$ cat config.mk
export PLATFORM = sky130hd
export DESIGN_NAME = spi_regfront
export DESIGN_NICKNAME = d
export VERILOG_FILES = /design/src/rtl/spi_regfront_pkg.sv /design/src/rtl/spi_atomic_reg.sv /design/src/rtl/spi_rxfifo.sv /design/src/rtl/spi_xfer.sv /design/src/rtl/spi_regfront.sv
export SDC_FILE = /design/constraint.sdc
export NUM_CORES = 1
export LEC_CHECK = 0
export ABC_AREA = 1
export ABC_CLOCK_PERIOD_IN_PS = 3700
export CAP_MARGIN = 20
export CORE_AREA = 3 3 186 188
export DETAILED_ROUTE_END_ITERATION = 6
export DIE_AREA = 0 0 189 191
export GPL_TIMING_DRIVEN = 0
export PLACE_DENSITY_LB_ADDON = 0.2
export RECOVER_POWER = 25
export SETUP_SLACK_MARGIN = 0.05
export SYNTH_ARGS = -nofsm -noshare
export SYNTH_HDL_FRONTEND = slang
export SYNTH_HIERARCHICAL = 1
export SYNTH_SLANG_ARGS = --single-unit
$ cat constraint.sdc
create_clock -name clk -period 3.7 [get_ports clk]
set_input_delay 0.37 -clock clk [delete_from_list [all_inputs] [get_ports clk]]
set_output_delay 0.37 -clock clk [all_outputs]
set_load 0.1 [all_outputs]
$ cat src/rtl/spi_regfront_pkg.sv
package spi_regfront_pkg;
  localparam int DATA_W = 32;

  typedef enum logic [1:0] {
    OP_ASSIGN = 2'b00,
    OP_CLEAR  = 2'b01,
    OP_SET    = 2'b10,
    OP_INVERT = 2'b11
  } wr_op_e;

  typedef enum logic [2:0] {
    SEL_CTL,
    SEL_STAT,
    SEL_BUF,
    SEL_DIV,
    SEL_NONE
  } reg_sel_e;

  localparam int CTL_ON  = 15;
  localparam int CTL_ENH = 16;
  localparam int CTL_W32 = 11;
  localparam int CTL_W16 = 10;

  localparam int ST_RBF = 0;
  localparam int ST_TBE = 3;
  localparam int ST_ROV = 6;

  function automatic logic [DATA_W-1:0] apply_op(input logic [DATA_W-1:0] cur,
                                                 input logic [DATA_W-1:0] val,
                                                 input wr_op_e op);
    case (op)
      OP_ASSIGN: apply_op = val;
      OP_CLEAR:  apply_op = cur & ~val;
      OP_SET:    apply_op = cur | val;
      default:   apply_op = cur ^ val;
    endcase
  endfunction
endpackage

$ cat src/rtl/spi_atomic_reg.sv
module spi_atomic_reg
  import spi_regfront_pkg::*;
#(
  parameter logic [DATA_W-1:0] RESET_VAL = '0
) (
  input  logic              clk,
  input  logic              rst,
  input  logic              wr_en,
  input  wr_op_e            op,
  input  logic [DATA_W-1:0] wdata,
  output logic [DATA_W-1:0] q,
  output logic [DATA_W-1:0] nxt
);
  assign nxt = apply_op(q, wdata, op);

  always_ff @(posedge clk) begin
    if (rst)        q <= RESET_VAL;
    else if (wr_en) q <= nxt;
  end
endmodule

$ cat src/rtl/spi_rxfifo.sv
module spi_rxfifo #(
  parameter int W     = 32,
  parameter int DEPTH = 4
) (
  input  logic         clk,
  input  logic         rst,
  input  logic         push,
  input  logic [W-1:0] push_data,
  input  logic         pop,
  input  logic         enh,
  input  logic         ptr_clear,
  input  logic         flags_clear,
  input  logic         rov_we,
  input  logic         rov_wval,
  output logic [W-1:0] rd_data,
  output logic         rbf,
  output logic         rov
);
  localparam int PTR_W = (DEPTH > 1) ? $clog2(DEPTH) : 1;

  logic [W-1:0]     mem [DEPTH];
  logic [PTR_W-1:0] wptr, rptr;
  logic [PTR_W-1:0] wptr_inc, rptr_inc;

  function automatic logic [PTR_W-1:0] wrap_inc(input logic [PTR_W-1:0] p);
    if (p == PTR_W'(DEPTH - 1)) wrap_inc = '0;
    else                        wrap_inc = p + 1'b1;
  endfunction

  assign wptr_inc = wrap_inc(wptr);
  assign rptr_inc = wrap_inc(rptr);

  // storage kept free of reset so it maps onto RAM
  always_ff @(posedge clk) begin
    if (push) mem[wptr] <= push_data;
    if (pop)  rd_data   <= mem[rptr];
  end

  always_ff @(posedge clk) begin
    if (rst) begin
      wptr <= '0;
      rptr <= '0;
      rbf  <= 1'b0;
      rov  <= 1'b0;
    end else begin
      if (flags_clear) begin
        rbf <= 1'b0;
        rov <= 1'b0;
      end
      if (ptr_clear) begin
        wptr <= '0;
        rptr <= '0;
      end
      if (rov_we) rov <= rov_wval;
      if (pop) begin
        if (enh) rptr <= rptr_inc;
        rbf <= 1'b0;
      end
      if (push) begin
        if (rbf) begin
          rov <= 1'b1;
        end else if (enh) begin
          wptr <= wptr_inc;
          if (wptr_inc == rptr) rbf <= 1'b1;
        end else begin
          rbf <= 1'b1;
        end
      end
    end
  end
endmodule

$ cat src/rtl/spi_xfer.sv
module spi_xfer #(
  parameter int W = 32
) (
  input  logic                         clk,
  input  logic                         rst,
  input  logic                         start,
  input  logic [$clog2(W/8+1)-1:0]     nbytes,
  input  logic [W-1:0]                 wdata,
  output logic [7:0]                   tx_byte,
  output logic                         tx_valid,
  input  logic [7:0]                   rx_byte,
  input  logic                         rx_valid,
  output logic                         done,
  output logic [W-1:0]                 word
);
  localparam int BYTES = W / 8;
  localparam int CNT_W = $clog2(BYTES + 1);

  logic [W-1:0]     tx_sh, acc, tx_load;
  logic [CNT_W-1:0] left;
  logic             active, ack;

  always_comb begin
    int sh;
    sh      = 8 * (BYTES - int'(nbytes));
    tx_load = wdata << sh;
  end

  assign ack      = active & rx_valid;
  assign done     = ack & (left == CNT_W'(1));
  assign word     = {acc[W-9:0], rx_byte};
  assign tx_valid = active;
  assign tx_byte  = tx_sh[W-1:W-8];

  always_ff @(posedge clk) begin
    if (rst) begin
      tx_sh  <= '0;
      acc    <= '0;
      left   <= '0;
      active <= 1'b0;
    end else if (start) begin
      tx_sh  <= tx_load;
      acc    <= '0;
      left   <= nbytes;
      active <= 1'b1;
    end else if (ack) begin
      tx_sh <= tx_sh << 8;
      acc   <= word;
      left  <= left - 1'b1;
      if (left == CNT_W'(1)) active <= 1'b0;
    end
  end
endmodule

$ cat src/rtl/spi_regfront.sv
module spi_regfront
  import spi_regfront_pkg::*;
#(
  parameter int ADDR_W     = 9,
  parameter int FIFO_DEPTH = 4,
  parameter int WINDOW     = 64
) (
  input  logic              clk,
  input  logic              rst,
  input  logic              bus_req,
  input  logic              bus_we,
  input  logic [ADDR_W-1:0] bus_addr,
  input  logic [DATA_W-1:0] bus_wdata,
  output logic              bus_ready,
  output logic [DATA_W-1:0] bus_rdata,
  input  logic              slave_present,
  output logic [7:0]        tx_byte,
  output logic              tx_valid,
  input  logic [7:0]        rx_byte,
  input  logic              rx_valid,
  output logic              irq_fault,
  output logic              irq_tx,
  output logic              irq_rx
);
  localparam int CNT_W = $clog2(DATA_W/8 + 1);

  reg_sel_e          sel, sel_q;
  wr_op_e            op;
  logic              in_win, wr, rd, busy;
  logic              ctl_we, div_we, stat_we, buf_wr, buf_rd;
  logic [DATA_W-1:0] ctl_q, ctl_nxt, div_q, div_nxt, stat_word, stat_new;
  logic [DATA_W-1:0] rdata_q, fifo_rd, xfer_word, push_data;
  logic              fifo_rbf, fifo_rov, push, xfer_done, xfer_start;
  logic              flags_clear, ptr_clear;
  logic [CNT_W-1:0]  nbytes;

  assign in_win = bus_addr < ADDR_W'(WINDOW);
  assign op     = wr_op_e'(bus_addr[3:2]);

  always_comb begin
    sel = SEL_NONE;
    if (in_win) begin
      case (bus_addr[5:4])
        2'd0:    sel = SEL_CTL;
        2'd1:    sel = SEL_STAT;
        2'd2:    sel = SEL_BUF;
        default: sel = SEL_DIV;
      endcase
    end
  end

  assign bus_ready = ~busy;
  assign wr        = bus_req & bus_we  & bus_ready;
  assign rd        = bus_req & ~bus_we & bus_ready;
  assign ctl_we    = wr & (sel == SEL_CTL);
  assign div_we    = wr & (sel == SEL_DIV);
  assign stat_we   = wr & (sel == SEL_STAT);
  assign buf_wr    = wr & (sel == SEL_BUF);
  assign buf_rd    = rd & (sel == SEL_BUF);

  spi_atomic_reg u_ctl (
    .clk(clk), .rst(rst), .wr_en(ctl_we), .op(op), .wdata(bus_wdata),
    .q(ctl_q), .nxt(ctl_nxt)
  );

  spi_atomic_reg u_div (
    .clk(clk), .rst(rst), .wr_en(div_we), .op(op), .wdata(bus_wdata),
    .q(div_q), .nxt(div_nxt)
  );

  assign flags_clear = ctl_we & ~ctl_nxt[CTL_ON];
  assign ptr_clear   = ctl_we & ctl_nxt[CTL_ON] & ~ctl_nxt[CTL_ENH];

  always_comb begin
    if (ctl_q[CTL_W32])      nbytes = CNT_W'(4);
    else if (ctl_q[CTL_W16]) nbytes = CNT_W'(2);
    else                     nbytes = CNT_W'(1);
  end

  assign xfer_start = buf_wr & slave_present;

  spi_xfer #(.W(DATA_W)) u_xfer (
    .clk(clk), .rst(rst), .start(xfer_start), .nbytes(nbytes),
    .wdata(bus_wdata), .tx_byte(tx_byte), .tx_valid(tx_valid),
    .rx_byte(rx_byte), .rx_valid(rx_valid), .done(xfer_done), .word(xfer_word)
  );

  assign busy      = tx_valid;
  assign push      = xfer_done | (buf_wr & ~slave_present);
  assign push_data = xfer_done ? xfer_word : '1;

  always_comb begin
    stat_word         = '0;
    stat_word[ST_RBF] = fifo_rbf;
    stat_word[ST_TBE] = ~busy;
    stat_word[ST_ROV] = fifo_rov;
  end
  assign stat_new = apply_op(stat_word, bus_wdata, op);

  spi_rxfifo #(.W(DATA_W), .DEPTH(FIFO_DEPTH)) u_fifo (
    .clk(clk), .rst(rst), .push(push), .push_data(push_data), .pop(buf_rd),
    .enh(ctl_q[CTL_ENH]), .ptr_clear(ptr_clear), .flags_clear(flags_clear),
    .rov_we(stat_we), .rov_wval(stat_new[ST_ROV]), .rd_data(fifo_rd),
    .rbf(fifo_rbf), .rov(fifo_rov)
  );

  always_ff @(posedge clk) begin
    if (rst) begin
      rdata_q <= '0;
      sel_q   <= SEL_NONE;
    end else if (rd) begin
      sel_q <= sel;
      case (sel)
        SEL_CTL:  rdata_q <= ctl_q;
        SEL_STAT: rdata_q <= stat_word;
        SEL_DIV:  rdata_q <= div_q;
        default:  rdata_q <= '0;
      endcase
    end
  end

  assign bus_rdata = (sel_q == SEL_BUF) ? fifo_rd : rdata_q;

  assign irq_rx    = ctl_q[CTL_ON] & fifo_rbf;
  assign irq_fault = ctl_q[CTL_ON] & fifo_rov;
  assign irq_tx    = ctl_q[CTL_ON] & ~busy;
endmodule

---- Word level (Yosys, flattened, before mapping) ----
Memory sizes are Yosys's and may differ from the RTL's. A register that Yosys moved wholly into a read port is not among the register bits.
Index checks and enable logic that the tools add are counted.
cells by class
  equality and inequality tests ........... 12
  reduce and logical (&&, ||, !) cells .... 7
  $mul .................................... 0
  shifts and indexed selects .............. 1
  divide/modulo/power cells ............... 0
  muxes and demuxes ....................... 38
  add/subtract/negate cells ............... 4
  order comparisons ....................... 1
  bitwise gates (word level) .............. 35
operators by type and width
  operator                                                     count
  one-hot mux 32 bit (3 select lines)                          3
  2-to-1 mux 32 bit                                            4
  bitwise AND 32 bit                                           2
  OR 32 bit                                                    2
  bitwise XOR 32 bit                                           2
  inverter 32 bit                                              1
  left shift 32 x 32 -> 32 bit                                 1
  one-hot mux 7 bit (3 select lines)                           1
  2-to-1 mux 2 bit                                             10
  bitwise AND 1 bit                                            19
  2-to-1 mux 1 bit                                             15
  2-to-1 mux 3 bit                                             4
  equality test 3 x 2 -> 1 bit (second input constant)         3
  less-than comparator 9 x 7 -> 1 bit (second input constant)  1
  equality test 2 bit (second input constant)                  4
  bitwise AND 7 bit                                            1
  OR 7 bit                                                     1
  bitwise XOR 7 bit                                            1
  equality test 3 x 1 -> 1 bit (second input constant)         2
  one-hot mux 2 bit (3 select lines)                           1
  inverter 1 bit                                               5
  adder 2 x 1 -> 2 bit (second input constant)                 2
  equality test 2 x 1 -> 1 bit (second input constant)         2
  logical NOT 2 bit                                            2
  8 further kinds                                              9
storage, ports and cells
  input port bits ......................... 55
  flip-flop bits (word level) ............. 165
  latch bits .............................. 0
  ROM bits ................................ 0
  word-level logic and storage cells ...... 111
  memories ................................ 1
  bits in writable memories ............... 128
memories
  memory      words  bits a word  rd ports  clocked after memory_dff  wr ports  RTL line          text
  u_fifo.mem  4      32           1         1                         1         spi_rxfifo.sv:21  logic [W-1:0] mem [DEPTH];

---- Logic depth before layout (Yosys ltp) ----
  word-level depth ........................ 12
  depth in mapped cells ................... 13
  depth with buffers taken out ............ 12

---- By module ----
Netlist, hierarchy kept.
modules (own cells, without submodules)
  module                   area each (sq um)  times used  cells each
  spi_rxfifo               6084.6             1           404
  spi_atomic_reg at u_div  3225.6             1           496
  spi_atomic_reg at u_ctl  3176.8             1           491
  spi_xfer                 3026.7             1           457
  spi_regfront             2513.7             1           374

---- Worst setup path before layout ----
Ideal clock, no wire load.
  path type ............................... register to register
  start ................................... register u_xfer.active (netlist: u_xfer/tx_valid)
  end ..................................... register u_fifo.rptr[1]
  path slack .............................. -0.482 ns
  data required time ...................... 3.580 ns
  path buffers ............................ 0
  setup time .............................. 0.120 ns
  stages on the path, launching flop included .. 9
  arrival time ............................ 4.061 ns
  cells stage by stage .................... dfxtp_1 nor3_4 nand2_1 nor3_1 nand2_1 inv_1 nand2_1 nor2_1 nor3_1
between the ends
  elaborated cells between the ends (all ways) .. 10
  classes of those cells .................. 3 x mux; 7 x bitwise
RTL lines
  what                      RTL line            text
  start: declaration        spi_xfer.sv:21      logic active, ack;
  start signal: assignment  spi_xfer.sv:40      active <= 1'b0;
  start signal: assignment  spi_xfer.sv:45      active <= 1'b1;
  start signal: assignment  spi_xfer.sv:50      if (left == CNT_W'(1)) active <= 1'b0;
  inverter 1 bit            spi_regfront.sv:52  assign bus_ready = ~busy;
  bitwise AND 1 bit         spi_regfront.sv:54  assign rd = bus_req & ~bus_we & bus_ready;
  bitwise AND 1 bit         spi_regfront.sv:59  assign buf_rd = rd & (sel == SEL_BUF);
  via buf_rd                spi_regfront.sv:30  logic ctl_we, div_we, stat_we, buf_wr, buf_rd;
  2-to-1 mux 2 bit          spi_rxfifo.sv:55    if (pop) begin
  end signal: assignment    spi_rxfifo.sv:56    if (enh) rptr <= rptr_inc;
  end: declaration          spi_rxfifo.sv:22    logic [PTR_W-1:0] wptr, rptr;
The timed path passes the listed nets, and every way through them passes these cells.
A chain may end at the register's enable or synchronous reset.

---- Worst setup path in the final report ----
  start ................................... register u_xfer.active (netlist: u_xfer/tx_valid)
  end ..................................... memory u_fifo.mem[0][6] (enable)
between the ends
  elaborated cells between the ends (all ways) .. 9
  classes of those cells .................. 2 x mux; 7 x bitwise
RTL lines
  what                                    RTL line            text
  bitwise AND 1 bit                       spi_xfer.sv:29      assign ack = active & rx_valid;
  bitwise AND 1 bit                       spi_xfer.sv:30      assign done = ack & (left == CNT_W'(1));
  via xfer_done                           spi_regfront.sv:33  logic fifo_rbf, fifo_rov, push, xfer_done, xfer_start;
  OR 1 bit                                spi_regfront.sv:89  assign push = xfer_done | (buf_wr & ~slave_present);
  via push                                spi_regfront.sv:33
  2-to-1 mux 1 bit                        spi_rxfifo.sv:35    if (push) mem[wptr] <= push_data;
  2-to-1 mux 1 bit (not written as such)  spi_rxfifo.sv:35
  end: declaration                        spi_rxfifo.sv:21
The timed path passes the listed nets, and every way through them passes these cells.

==> out/results.ini <==
[status]
outcome = finished clean

[clock_network]
cts.path.max_buffers = 3
clock-sinks = 325
numCtsBuffers = 36
clock_latency_ps = 540
htreeDepth = 2
cts.hold.buffers_added = 0
root_buffer = clkbuf_16
cts_tree = yes
clk_pin_slew_ps = 60

[setup_path]
cp-end-kind = register
worstPathMaxFanout = 32
crit_required_ps = 3860
path_cells = nand2_1 -> clkbuf_1 -> nor2_1 -> inv_1 -> clkbuf_1 -> o21ai_0 -> nand2_1 -> inv_2
max_stage_delay_ps = 660
worst_ep_arrival_time_ps = 3550
critPathLaunchType = register
cp_slowest_cell = inv_2
crit_type = register to register
cpLargestDelayFamily = buffers and inverters
path_buf_inv = 4

[placement]
placed_cells = 2750
post-place-ws_ps = 227
postPlaceCellArea_um2 = 19500
io_buffers = 97
place.gp.congestion = 0.911
place.detailed.hpwl_um = 38200

[timing]
layout_setup_ws_ps = 305
worst_pin_slew_ps = 1190
rsz0062_at_grt = no
final.period_utilization_pct = 91.8
final_max_slew_viol_count = 0
fmax_mhz = 295
hold_viol_final = 0
min_period_ps = 3390
finalClockSkew_ps = 21.1
finalSetupViolCount = 0
timing.slew.headroom_pct = 20.3

[layout]
antenna_cells = 0
synthToLayoutAreaGrowth_pct = 15.0
layout-drive-gt1-share_pct = 9.76
finish.instance_area_um2 = 20600
final_cells = 2816
fin_util_pct = 62.0
nets = 2532

[global_routing]
grt_usage_pct = 28.8
grt_pass1_vias = 15000
grt_max_degree = 33
antenna_found_initial = 1
globalRouteOverflowTotal = 0
grt_pass1_wl_um = 82000

[detailed_routing]
drt_wl_total_um = 53200
wl_met3_um = 4940
dr.pass1.iters = 6
highest_layer = met4
wl_met1_um = 22400
route.met2.wl_um = 24200
vias_per_cell = 5.64
routedWlPerCell_um = 18.9
ant_nets = 0
vias = 15900
first_iter_violations = 1635
drcViolationCount = 0

[power_and_ir_drop]
cellPowerDensity_nw_per_um2 = 378
finalPower_mw = 7.80
power.leakage_nw = 9.02
irDropWorstVdd_v = 0.000317

[die]
die_y_um = 191
die_area_um2 = 36100
io_pins = 100
start_util_pct = 54.0
fp-row-count = 67
coreArea_um2 = 33300
die_w_um = 189

[yosys]
syn-num-nets = 2395
synth_area_per_cell_um2 = 8.15
postSynthCellCount = 2203
synth_warnings = 6
synth.cell_area_um2 = 18000

[job]
drv_cap = 0

[min_path]
hold_class = register to register

what timing repair did:
item | 4_1_cts | 5_1_grt
resized for setup | 0 | 2
endpoints found under the setup margin | 0 | 17
setup buffers | 0 | 0
per-stage QoR:
stage / hold WS (ps) / TNS [ps]
finish: 462 / 0
global placement: 454 / -48010
CTS: 464 / 0
detailed placement: 455 / 0
global route: 485 / 0
floorplan: 439 / 0
flip-flops by register name (all words and copies together), names as in the netlist:
name / count
u_fifo/mem: 128
rdata_q: 32
u_ctl/q: 32
u_div/q: 32
u_fifo/rd_data: 32
u_xfer/tx_sh: 32
u_xfer/acc: 24
sel_q: 3
u_xfer/left: 3
u_fifo/rptr: 2
u_fifo/wptr: 2
u_fifo/rbf: 1
u_fifo/rov: 1
u_xfer/tx_valid: 1
worst register-to-register path: cells and delay by family, from the launching register on:
family	cells	cell delay, ps
simple gates	3	740
flops	1	610
buf+inv	4	1380
compound gates	1	270
report_power, final:
group	internal, mW	switching [mW]	total [mW]
clock	2.00	1.46	3.46
sequential	3.75	0.0109	3.77
combinational	0.194	0.381	0.576
total	5.95	1.85	7.80
final timing paths:
| check | start | endpoint | slack, ps | depth (start not counted) |
|---|---|---|---|---|
| max reg2reg | u_xfer/tx_valid | u_fifo/mem[0][6] | 310 | 8 |
| min reg2reg | rdata_q[26] | rdata_q[26] | 460 | 2 |
| min | rdata_q[26] | rdata_q[26] | 460 | 2 |
| max | u_xfer/tx_valid | u_fifo/mem[0][6] | 310 | 8 |
layout by cell type, fill, tap and decap left out, types with 34 or more instances in the layout:
master	n
edfxtp_1	160
dfxtp_1	165
ha_1	137
nor2_1	235
a21oi_1	101
o21ai_0	193
clkbuf_1	76
inv_1	248
nand2_1	382
clkbuf_16	36
o21ai_1	48
nand3_1	170
buf_4	34
clkdlybuf4s50_1	96
nand4_1	46
buf_2	44
layer usage:
metal,vias up,track usage (%)
met3,104,5.12
met5,-,0
met1,7505,39.6
li1,7523,-
met2,760,46.4
met4,0,9.57
cell type report:
cell class              instances  area [um^2]
fillers                      2919        12600
flip-flops and latches        325         8110
multi-input cells            1464         8070
clock buffers                  56         1030
repair buffers                 99         1010
inverters                     268         1010
plain buffers                 146          756
well taps                     448          561
clock inverters                10          104
(Power assumes the default switching activity.)
